`src/rtl/refdiv_pkg.sv`:
```
package refdiv_pkg;

    localparam int CODE_W    = 3;
    localparam int CNT_W     = 12;
    localparam int NUM_CODES = 1 << CODE_W;

    typedef enum logic [1:0] {
        ST_RST  = 2'd0,
        ST_RUN  = 2'd1,
        ST_TERM = 2'd2
    } div_state_t;

    // Division ratio for each select code, ascending with the code value.
    function automatic int ratio_of(input int code);
        case (code)
            0:       return 8;
            1:       return 64;
            2:       return 128;
            3:       return 256;
            4:       return 640;
            5:       return 1000;
            6:       return 1024;
            default: return 2048;
        endcase
    endfunction

endpackage

```
`src/rtl/refdiv_ratio_rom.sv`:
```
module refdiv_ratio_rom
    import refdiv_pkg::*;
#(
    parameter int SEL_W = CODE_W,
    parameter int CW    = CNT_W
) (
    input  logic [SEL_W-1:0] code,
    output logic [CW-1:0]    term
);
    localparam int ENTRIES = 1 << SEL_W;

    logic [CW-1:0] table_q [ENTRIES];

    // Each entry is the terminal value (ratio minus one) that the counter loads.
    for (genvar i = 0; i < ENTRIES; i++) begin : g_entry
        assign table_q[i] = CW'(ratio_of(i) - 1);
    end

    assign term = table_q[code];

endmodule

```
`src/rtl/refdiv_downcnt.sv`:
```
module refdiv_downcnt #(
    parameter int W = 12
) (
    input  logic         clk,
    input  logic         rst,
    input  logic         load,
    input  logic         dec,
    input  logic [W-1:0] load_val,
    output logic [W-1:0] cnt,
    output logic         at_one
);
    always_ff @(posedge clk) begin
        if (rst) begin
            cnt <= '0;
        end else if (load) begin
            cnt <= load_val;
        end else if (dec) begin
            cnt <= cnt - W'(1);
        end
    end

    assign at_one = (cnt == W'(1));

    // each counting cycle removes exactly one from the count
    assert_dec_step_R2: assert property (@(posedge clk) disable iff (rst)
        (dec && !load) |=> (cnt == $past(cnt) - W'(1)));

    // no decrement is ever requested at zero
    assert_no_wrap_R7: assert property (@(posedge clk) disable iff (rst)
        dec |-> (cnt != '0));

endmodule

```
`src/rtl/refdiv_ctrl.sv`:
```
module refdiv_ctrl
    import refdiv_pkg::*;
#(
    parameter int CW = CNT_W
) (
    input  logic          clk,
    input  logic          rst,
    input  logic [CW-1:0] rom_term,
    input  logic [CW-1:0] cnt,
    input  logic          at_one,
    output logic          cnt_load,
    output logic          cnt_dec,
    output logic          tick
);
    div_state_t    state_q, state_d;
    logic [CW-1:0] cur_term_q;

    // State register
    always_ff @(posedge clk) begin
        if (rst) begin
            state_q <= ST_RST;
        end else begin
            state_q <= state_d;
        end
    end

    // Terminal value adopted for the running period (captured on loads only)
    always_ff @(posedge clk) begin
        if (rst) begin
            cur_term_q <= '0;
        end else if (cnt_load) begin
            cur_term_q <= rom_term;
        end
    end

    // Next-state logic
    always_comb begin
        state_d = state_q;
        unique case (state_q)
            ST_RST:  state_d = ST_RUN;                        // T_START
            ST_RUN:  state_d = at_one ? ST_TERM : ST_RUN;     // T_EXPIRE / T_COUNT
            ST_TERM: state_d = ST_RUN;                        // T_RELOAD
            default: state_d = ST_RST;
        endcase
    end

    // Output decode
    always_comb begin
        cnt_load = 1'b0;
        cnt_dec  = 1'b0;
        tick     = 1'b0;
        unique case (state_q)
            ST_RST:  cnt_load = 1'b1;
            ST_RUN:  cnt_dec  = 1'b1;
            ST_TERM: begin
                cnt_load = 1'b1;
                tick     = 1'b1;
            end
            default: ;
        endcase
    end

    // the terminal state lasts exactly one cycle
    assert_term_single_R3: assert property (@(posedge clk) disable iff (rst)
        (state_q == ST_TERM) |=> (state_q == ST_RUN));

    // reaching a count of one while running leads to the terminal cycle
    assert_expire_R2: assert property (@(posedge clk) disable iff (rst)
        (state_q == ST_RUN && at_one) |=> (state_q == ST_TERM && cnt == '0));

    // leaving reset loads the terminal value decoded at that edge
    assert_first_load_R4: assert property (@(posedge clk) disable iff (rst)
        (state_q == ST_RST) |=> (state_q == ST_RUN && cnt == $past(rom_term)));

    // the adopted terminal value is frozen while a period runs
    assert_hold_term_R5: assert property (@(posedge clk) disable iff (rst)
        (state_q == ST_RUN) |=> (cur_term_q == $past(cur_term_q)));

    // the running count stays within the adopted terminal value
    assert_cnt_bound_R7: assert property (@(posedge clk) disable iff (rst)
        (state_q == ST_RUN) |-> (cnt <= cur_term_q));

endmodule

```
`src/rtl/ref_code_divider.sv`:
```
module ref_code_divider
    import refdiv_pkg::*;
(
    input  logic              osc_clk,
    input  logic              srst,
    input  logic [CODE_W-1:0] ratio_code,
    output logic              ref_tick
);
    logic [CNT_W-1:0] term;
    logic [CNT_W-1:0] cnt;
    logic             at_one;
    logic             cnt_load;
    logic             cnt_dec;

    refdiv_ratio_rom #(
        .SEL_W (CODE_W),
        .CW    (CNT_W)
    ) u_rom (
        .code (ratio_code),
        .term (term)
    );

    refdiv_downcnt #(
        .W (CNT_W)
    ) u_cnt (
        .clk      (osc_clk),
        .rst      (srst),
        .load     (cnt_load),
        .dec      (cnt_dec),
        .load_val (term),
        .cnt      (cnt),
        .at_one   (at_one)
    );

    refdiv_ctrl #(
        .CW (CNT_W)
    ) u_ctrl (
        .clk      (osc_clk),
        .rst      (srst),
        .rom_term (term),
        .cnt      (cnt),
        .at_one   (at_one),
        .cnt_load (cnt_load),
        .cnt_dec  (cnt_dec),
        .tick     (ref_tick)
    );

    // a reset edge leaves the output low and the count cleared
    assert_reset_clear_R6: assert property (@(posedge osc_clk)
        srst |=> (!ref_tick && cnt == '0));

    // never two pulses in a row
    assert_no_double_R3: assert property (@(posedge osc_clk) disable iff (srst)
        ref_tick |=> !ref_tick);

endmodule

```
`config.mk`:
```
export PLATFORM = sky130hd
export DESIGN_NAME = ref_code_divider
export DESIGN_NICKNAME = d
export VERILOG_FILES = /design/src/rtl/refdiv_pkg.sv /design/src/rtl/refdiv_ratio_rom.sv /design/src/rtl/refdiv_downcnt.sv /design/src/rtl/refdiv_ctrl.sv /design/src/rtl/ref_code_divider.sv
export SDC_FILE = /design/constraint.sdc
export NUM_CORES = 1
export LEC_CHECK = 0
export ABC_AREA = 1
export BUFFER_PORTS_ARGS = -buffer_cell sky130_fd_sc_hd__buf_2
export CAP_MARGIN = 30
export CORE_AREA = 4 4 64 66
export CTS_CLUSTER_SIZE = 10
export DETAILED_ROUTE_END_ITERATION = 8
export DIE_AREA = 0 0 68 70
export GPL_TIMING_DRIVEN = 0
export PLACE_DENSITY = 0.47
export SYNTH_ARGS = -nofsm -noshare
export SYNTH_HDL_FRONTEND = slang
export SYNTH_SLANG_ARGS = --single-unit
```
`constraint.sdc`:
```
create_clock -name osc_clk -period 1.7 [get_ports osc_clk]
set_clock_uncertainty 0.15 [all_clocks]
set_input_delay 0.17 -clock osc_clk [delete_from_list [all_inputs] [get_ports osc_clk]]
set_output_delay 0.17 -clock osc_clk [all_outputs]
set_load 0.02 [all_outputs]
```
Word-level counts from Yosys, hierarchy flattened
Memories as Yosys holds them, arrays and structs flattened.
Cells that the tools add are included.
{"block": "totals", "wordCells": 21, "n_memories": 1, "output_inout_bits": 1, "latch_bits": 0, "mem_bits_ro": 96, "in_bits": 5, "register_bits": 14, "ramBits": 0}
{"name": "(no name shown)", "words": 8, "word_bits": 12, "read_ports": 1, "rd_clocked_by_memory_dff": 0, "write_ports": 0, "line_no": "refdiv_ratio_rom.sv:19", "source": "assign term = table_q[code];"}
{"block": "classes", "mux": 9, "n_bitwise": 1, "shift": 0, "n_eq_ne": 3, "order_cmp": 1, "addsub": 1, "div": 0, "multipliers": 0, "n_reduce_logical": 3}
{"op": "12-bit two-way mux", "count": 4}
{"op": "12-bit by 1-bit equality test with 1-bit output (second input constant)", "count": 1}
{"op": "12-bit by 1-bit subtractor with 12-bit output (second input constant)", "count": 1}
{"op": "4-bit greater-or-equal comparator (second input constant)", "count": 1}
{"op": "3-bit inverter with 4-bit output", "count": 1}
{"op": "2-bit case mux with 2 select lines", "count": 1}
{"op": "1-bit two-way mux", "count": 3}
{"op": "2-bit by 1-bit equality test with 1-bit output (second input constant)", "count": 1}
{"op": "2-bit equality test (second input constant)", "count": 1}
{"op": "2-bit zero test", "count": 1}
{"op": "2-bit two-way mux", "count": 1}
{"op": "2-bit nonzero test", "count": 1}
{"op": "2-bit OR reduction", "count": 1}

Longest topological paths before layout
{"block": "logic_depth", "word_depth": 5, "ltp_mapped": 8}

Hierarchy
Synthesis repeated with hierarchy kept, for this count alone.
{"block": "hier_totals", "cells_unflattened": 160, "hier_area_um2": 1002.2}
{"module": "refdiv_downcnt", "seq_area_each_um2": 240.2, "cells_each": 125, "instances": 1, "area_per_inst_um2": 807.0}
{"module": "refdiv_ratio_rom", "seq_area_each_um2": 0.0, "cells_each": 22, "instances": 1, "area_per_inst_um2": 108.9}
{"module": "refdiv_ctrl", "seq_area_each_um2": 40.0, "cells_each": 13, "instances": 1, "area_per_inst_um2": 86.3}

Least setup slack after synthesis
Ideal clock, no wire load.
{"block": "synth_timing", "kind": "reg2reg", "start": "register u_cnt.cnt[0]", "end": "register u_cnt.cnt[6]", "stages_incl_launch_ff": 8, "path_slack_ns": 0.411, "required_ns": 1.429, "arrival_ns": 1.017, "synth_period_minus_slack_ns": 1.289, "path_buffers": 0, "setup_time_ns": 0.121, "cell_sequence": "dfxtp_1 -> inv_1 -> ha_1 -> nand2_2 -> nor2_4 -> xor2_1 -> nand3_1 -> o21ai_1"}
{"block": "synth_via", "elab_chain_cells": 3}
{"element": "start, declared", "line_no": "refdiv_downcnt.sv:9", "source": "output logic [W-1:0] cnt,"}
{"element": "start signal, assigned", "line_no": "refdiv_downcnt.sv:16", "source": "cnt <= load_val;"}
{"element": "start signal, assigned", "line_no": "refdiv_downcnt.sv:18", "source": "cnt <= cnt - W'(1);"}
{"element": "12-bit by 1-bit subtractor with 12-bit output", "line_no": "refdiv_downcnt.sv:18"}
{"element": "12-bit two-way mux", "line_no": "refdiv_downcnt.sv:17", "source": "end else if (dec) begin"}
{"element": "12-bit two-way mux", "line_no": "refdiv_downcnt.sv:15", "source": "end else if (load) begin"}
Every way passes these cells. The select of a mux whose other input is x is not followed.
A chain may end at the register's enable or synchronous reset.

==> summary.txt <==
Hold path
  • Worst Hold Class: input pin to flip-flop
  • Worst min-delay path endpoint: u_cnt.cnt[6]
  • Worst hold stages: 3
  • Hold path start: ratio_code[1]

Clocking
  • CTS Sinks: 14
  • Clock buffer depth: 2
  • Post_cts resized: 0
  • Inserted Clock Buffers: 3
  • H-Tree Level Count: 1
  • Clk Latency, worst-skew pair: a little under 0.3 ns
  • CTS tree: yes
  • Clock slew at reported path FFs: 0.09 ns
  • Clock Root Buffer: clkbuf_4

Power
  • Logic pwr share: 0.221
  • Int Power: 0.550 mW
  • Pwr/cell area: 818 mW/mm2
  • Switching power of the nets: 0.260 mW
  • Lkg Pwr: 0.423 nW
  • Sw frac: 0.321
  • Clk pwr share: 0.310
  • Maximum VDD drop: 0.286 mV
  • Reg power frac: 0.469

Global routing
  • Total gr overflow: 0
  • Met2 usage: 0.145
  • Met3 Use GR: 0.0193
  • Met1 usage: 0.134
  • Overall Global Routing Usage: 0.0982
  • Most used routing layer: met2
  • First-pass GRT wire length: between 3 and 4 mm
  • Vias in the first global route: 782
  • Maximum number of pins on one net before global-route repair: 11
  • Initial antenna violation count: 0

Floorplan
  • Core Footprint: 0.00358 mm2
  • Die X: roughly 68 um
  • Initial Utilization: 0.240
  • DIE AREA: between 0.004 and 0.005 mm2
  • Top Ports: 6
  • Die H: roughly 70 um
  • Rows: 22

Timing
  • Slew @ Worst Pin: 0.309 ns
  • Hold Vio Cnt, Final: 0
  • Tmin final: 1.46 ns
  • TNS Setup: 0 ns
  • Final setup viols: 0
  • Max Slew Vio Count: 0
  • Tcrit/Tclk final: 0.861
  • FMAX: roughly 680 MHz
  • Relative slew slack: 0.793
  • RSZ-0062 raised after global routing: false

Critical path
  • Critical path, cell by cell: dlygate4sd3_1, buf_2, clkinv_1, nand2_1, a21oi_1, o21ai_0, o21ai_1
  • Crit. Startpoint: srst
  • Crit path max fanout: 10
  • Slowest cell on crit path: dlygate4sd3_1
  • Launching point of the worst reg2reg path: u_cnt.cnt[0]
  • Crit-path max cell delay: 0.51 ns
  • Register-to-register setup slack: 0.25 ns
  • Reg2reg path depth: 7
  • CP Class: input pin to flip-flop
  • Crit path launch type: input pin
  • R2r endpoint: u_cnt.cnt[6]
  • Worst Setup End Kind: flip-flop
  • Worst EP arrival: 1.50 ns
  • Required @ worst endpoint: ~1.7 ns

Synthesis
  • Cell area after synthesis: 858 um2
  • Cell variety after synth: 27
  • Post-Synth XOR/XNOR Area: 0.0204
  • Synth Register Bits: 14
  • Simple-Gate Fraction of Synth Area: 0.338
  • Largest family of logic cells by synthesized area: simple AND/OR/NAND/NOR gates
  • Register area share after synthesis: 0.327
  • Synth Area per Inst: 6.71 um2
  • Synth Area in Adders: 0.0292
  • Synth Instances: 128
  • Yosys warnings: 0
  • Compound-Gate Fraction of Synth Area: 0.203
  • Post-synth EDFFs: 0
  • Synthesized netlist net count: roughly 140
  • Async set or reset register ratio after synthesis: 0
  • Top FF cell, synth: dfxtp_1
  • Mux contribution to synthesized area: 0

Routing
  • Average vias per placed instance: about 4.5
  • Vias: 844
  • ANT nets after route: 0
  • First-pass iteration count of the detailed router: 4
  • DRC: 0
  • Per-cell routed wire length: approximately 11 um
  • Initial DRC Count: 13
  • Post-Route WL: 2.09 mm

Final layout
  • Area growth syn-to-layout: 15.3%
  • Inserted Diodes: 0
  • Final Core Density: 0.277
  • Share of post-route cells with drive strength above 1: 0.174
  • Nets@finish: 146

Placed design
  • HPWL Detailed: 1.57 mm
  • Routability cong.: 0.772
  • # port buffers: 5

Outcome
  • Outcome: complete, no violations

Flow run
  • Maxcap violations: 0
[power by group through the flow]
| stage | Clock (mW) | Sequential, mW | Combinational, mW |
|---|---|---|---|
| final | 0.251 | 0.380 | 0.179 |
| after global routing | 0.269 | 0.384 | 0.206 |
| after CTS | 0.253 | 0.380 | 0.181 |
| after detailed placement | 0 | 0.387 | 0.178 |
| after global placement | 0 | 0.386 | 0.175 |
| after floorplan | 0 | 0.380 | 0.139 |
[logic make-up after synthesis]
group,count (synthesis)
adders and majority gates,2
buffers and inverters,18
xor gates and xnor gates,2
AOI/OAI and AO/OA,30
DFF,14
and+or+nand+nor,62
[critical path: cells and delay by family]
kind / cells / cell delay (ns)
buf+inv: 3 / 0.95
simple gates: 1 / 0.18
compound gates: 3 / 0.20
[cells in the mapped netlist, types with 2 or more instances]
| cell | number | area share |
|---|---|---|
| nor2_2 | 2 | 0.015 |
| nand2_2 | 2 | 0.015 |
| a221oi_1 | 2 | 0.020 |
| nand3_1 | 7 | 0.041 |
| nor2_1 | 20 | 0.087 |
| o21ai_1 | 3 | 0.017 |
| inv_2 | 3 | 0.013 |
| o21ai_0 | 11 | 0.064 |
| nor2_4 | 3 | 0.039 |
| a21oi_1 | 8 | 0.047 |
| a21oi_2 | 3 | 0.031 |
| inv_1 | 13 | 0.057 |
| nand2_1 | 23 | 0.10 |
| ha_1 | 2 | 0.029 |
| dfxtp_1 | 14 | 0.33 |
[placed cells by master (no fill, tap or decap), drive strengths merged]
cell type | synthesis | routed
a21boi | 1 | 1
a21oi | 11 | 11
a221oi | 2 | 2
a31oi | 1 | 1
and2 | 1 | 1
buf | 1 | 6
clkbuf | 0 | 4
clkinv | 1 | 1
dfxtp | 14 | 14
dlygate4sd3 | 0 | 1
ha | 2 | 2
inv | 16 | 16
nand2 | 25 | 25
nand3 | 8 | 8
nand4 | 1 | 1
nor2 | 25 | 25
nor3 | 1 | 1
nor3b | 1 | 1
o21ai | 14 | 14
o22ai | 1 | 1
xnor2 | 1 | 1
xor2 | 1 | 1
[worst max path at each step]
stage	endpoint	slack, ns	cells after the start
2_1_floorplan	u_cnt.cnt[6]	0.41	7
3_5_place_dp	u_cnt.cnt[6]	0.27	7
5_1_grt	u_ctrl.state_q[0]	0.12	6
6_report	u_cnt.cnt[8]	0.24	7
3_3_place_gp	u_cnt.cnt[6]	0.29	7
4_1_cts	u_cnt.cnt[8]	0.24	7
[per-stage QoR]
stage,instances,total power [mW],setup WS [ns],cell area (um2),hold slack [ns]
after global routing,186,0.860,0.125,990,0.124
after detailed placement,181,0.565,0.268,943,0.272
after global placement,181,0.561,0.294,943,0.280
after floorplan,128,0.519,0.411,858,0.0824
final,186,0.810,0.236,990,0.113
after CTS,186,0.813,0.238,990,0.105
[routing by layer]
| metal | routed length (um) | part of all wire |
|---|---|---|
| met3 | 79 | 0.038 |
| met5 | 0 | 0 |
| met1 | 1040 | 0.50 |
| met4 | 40 | 0.019 |
| met2 | 923 | 0.44 |
[repair_timing]
item / 4_1_cts / 5_1_grt
hold buffers: 1 / 0
endpoints found under the hold margin: 1 / 0
buffers inserted: 0 / 0
[sequential cells by signal (all words and copies together), names as in the netlist]
register	flops
u_cnt.cnt	12
u_ctrl.state_q	2
[final cells by class]
cell class / count / area (um2)
Multi-Input combinational cell: 96 / 507
Sequential cell: 14 / 280
Timing Repair Buffer: 6 / 35.0
Tap cell: 48 / 60.1
Inverter: 17 / 63.8
Clock buffer: 4 / 36.3
Buffer: 1 / 7.51
Fill cell: 422 / 2590
Note: power is estimated with default switching activity, not from simulation.
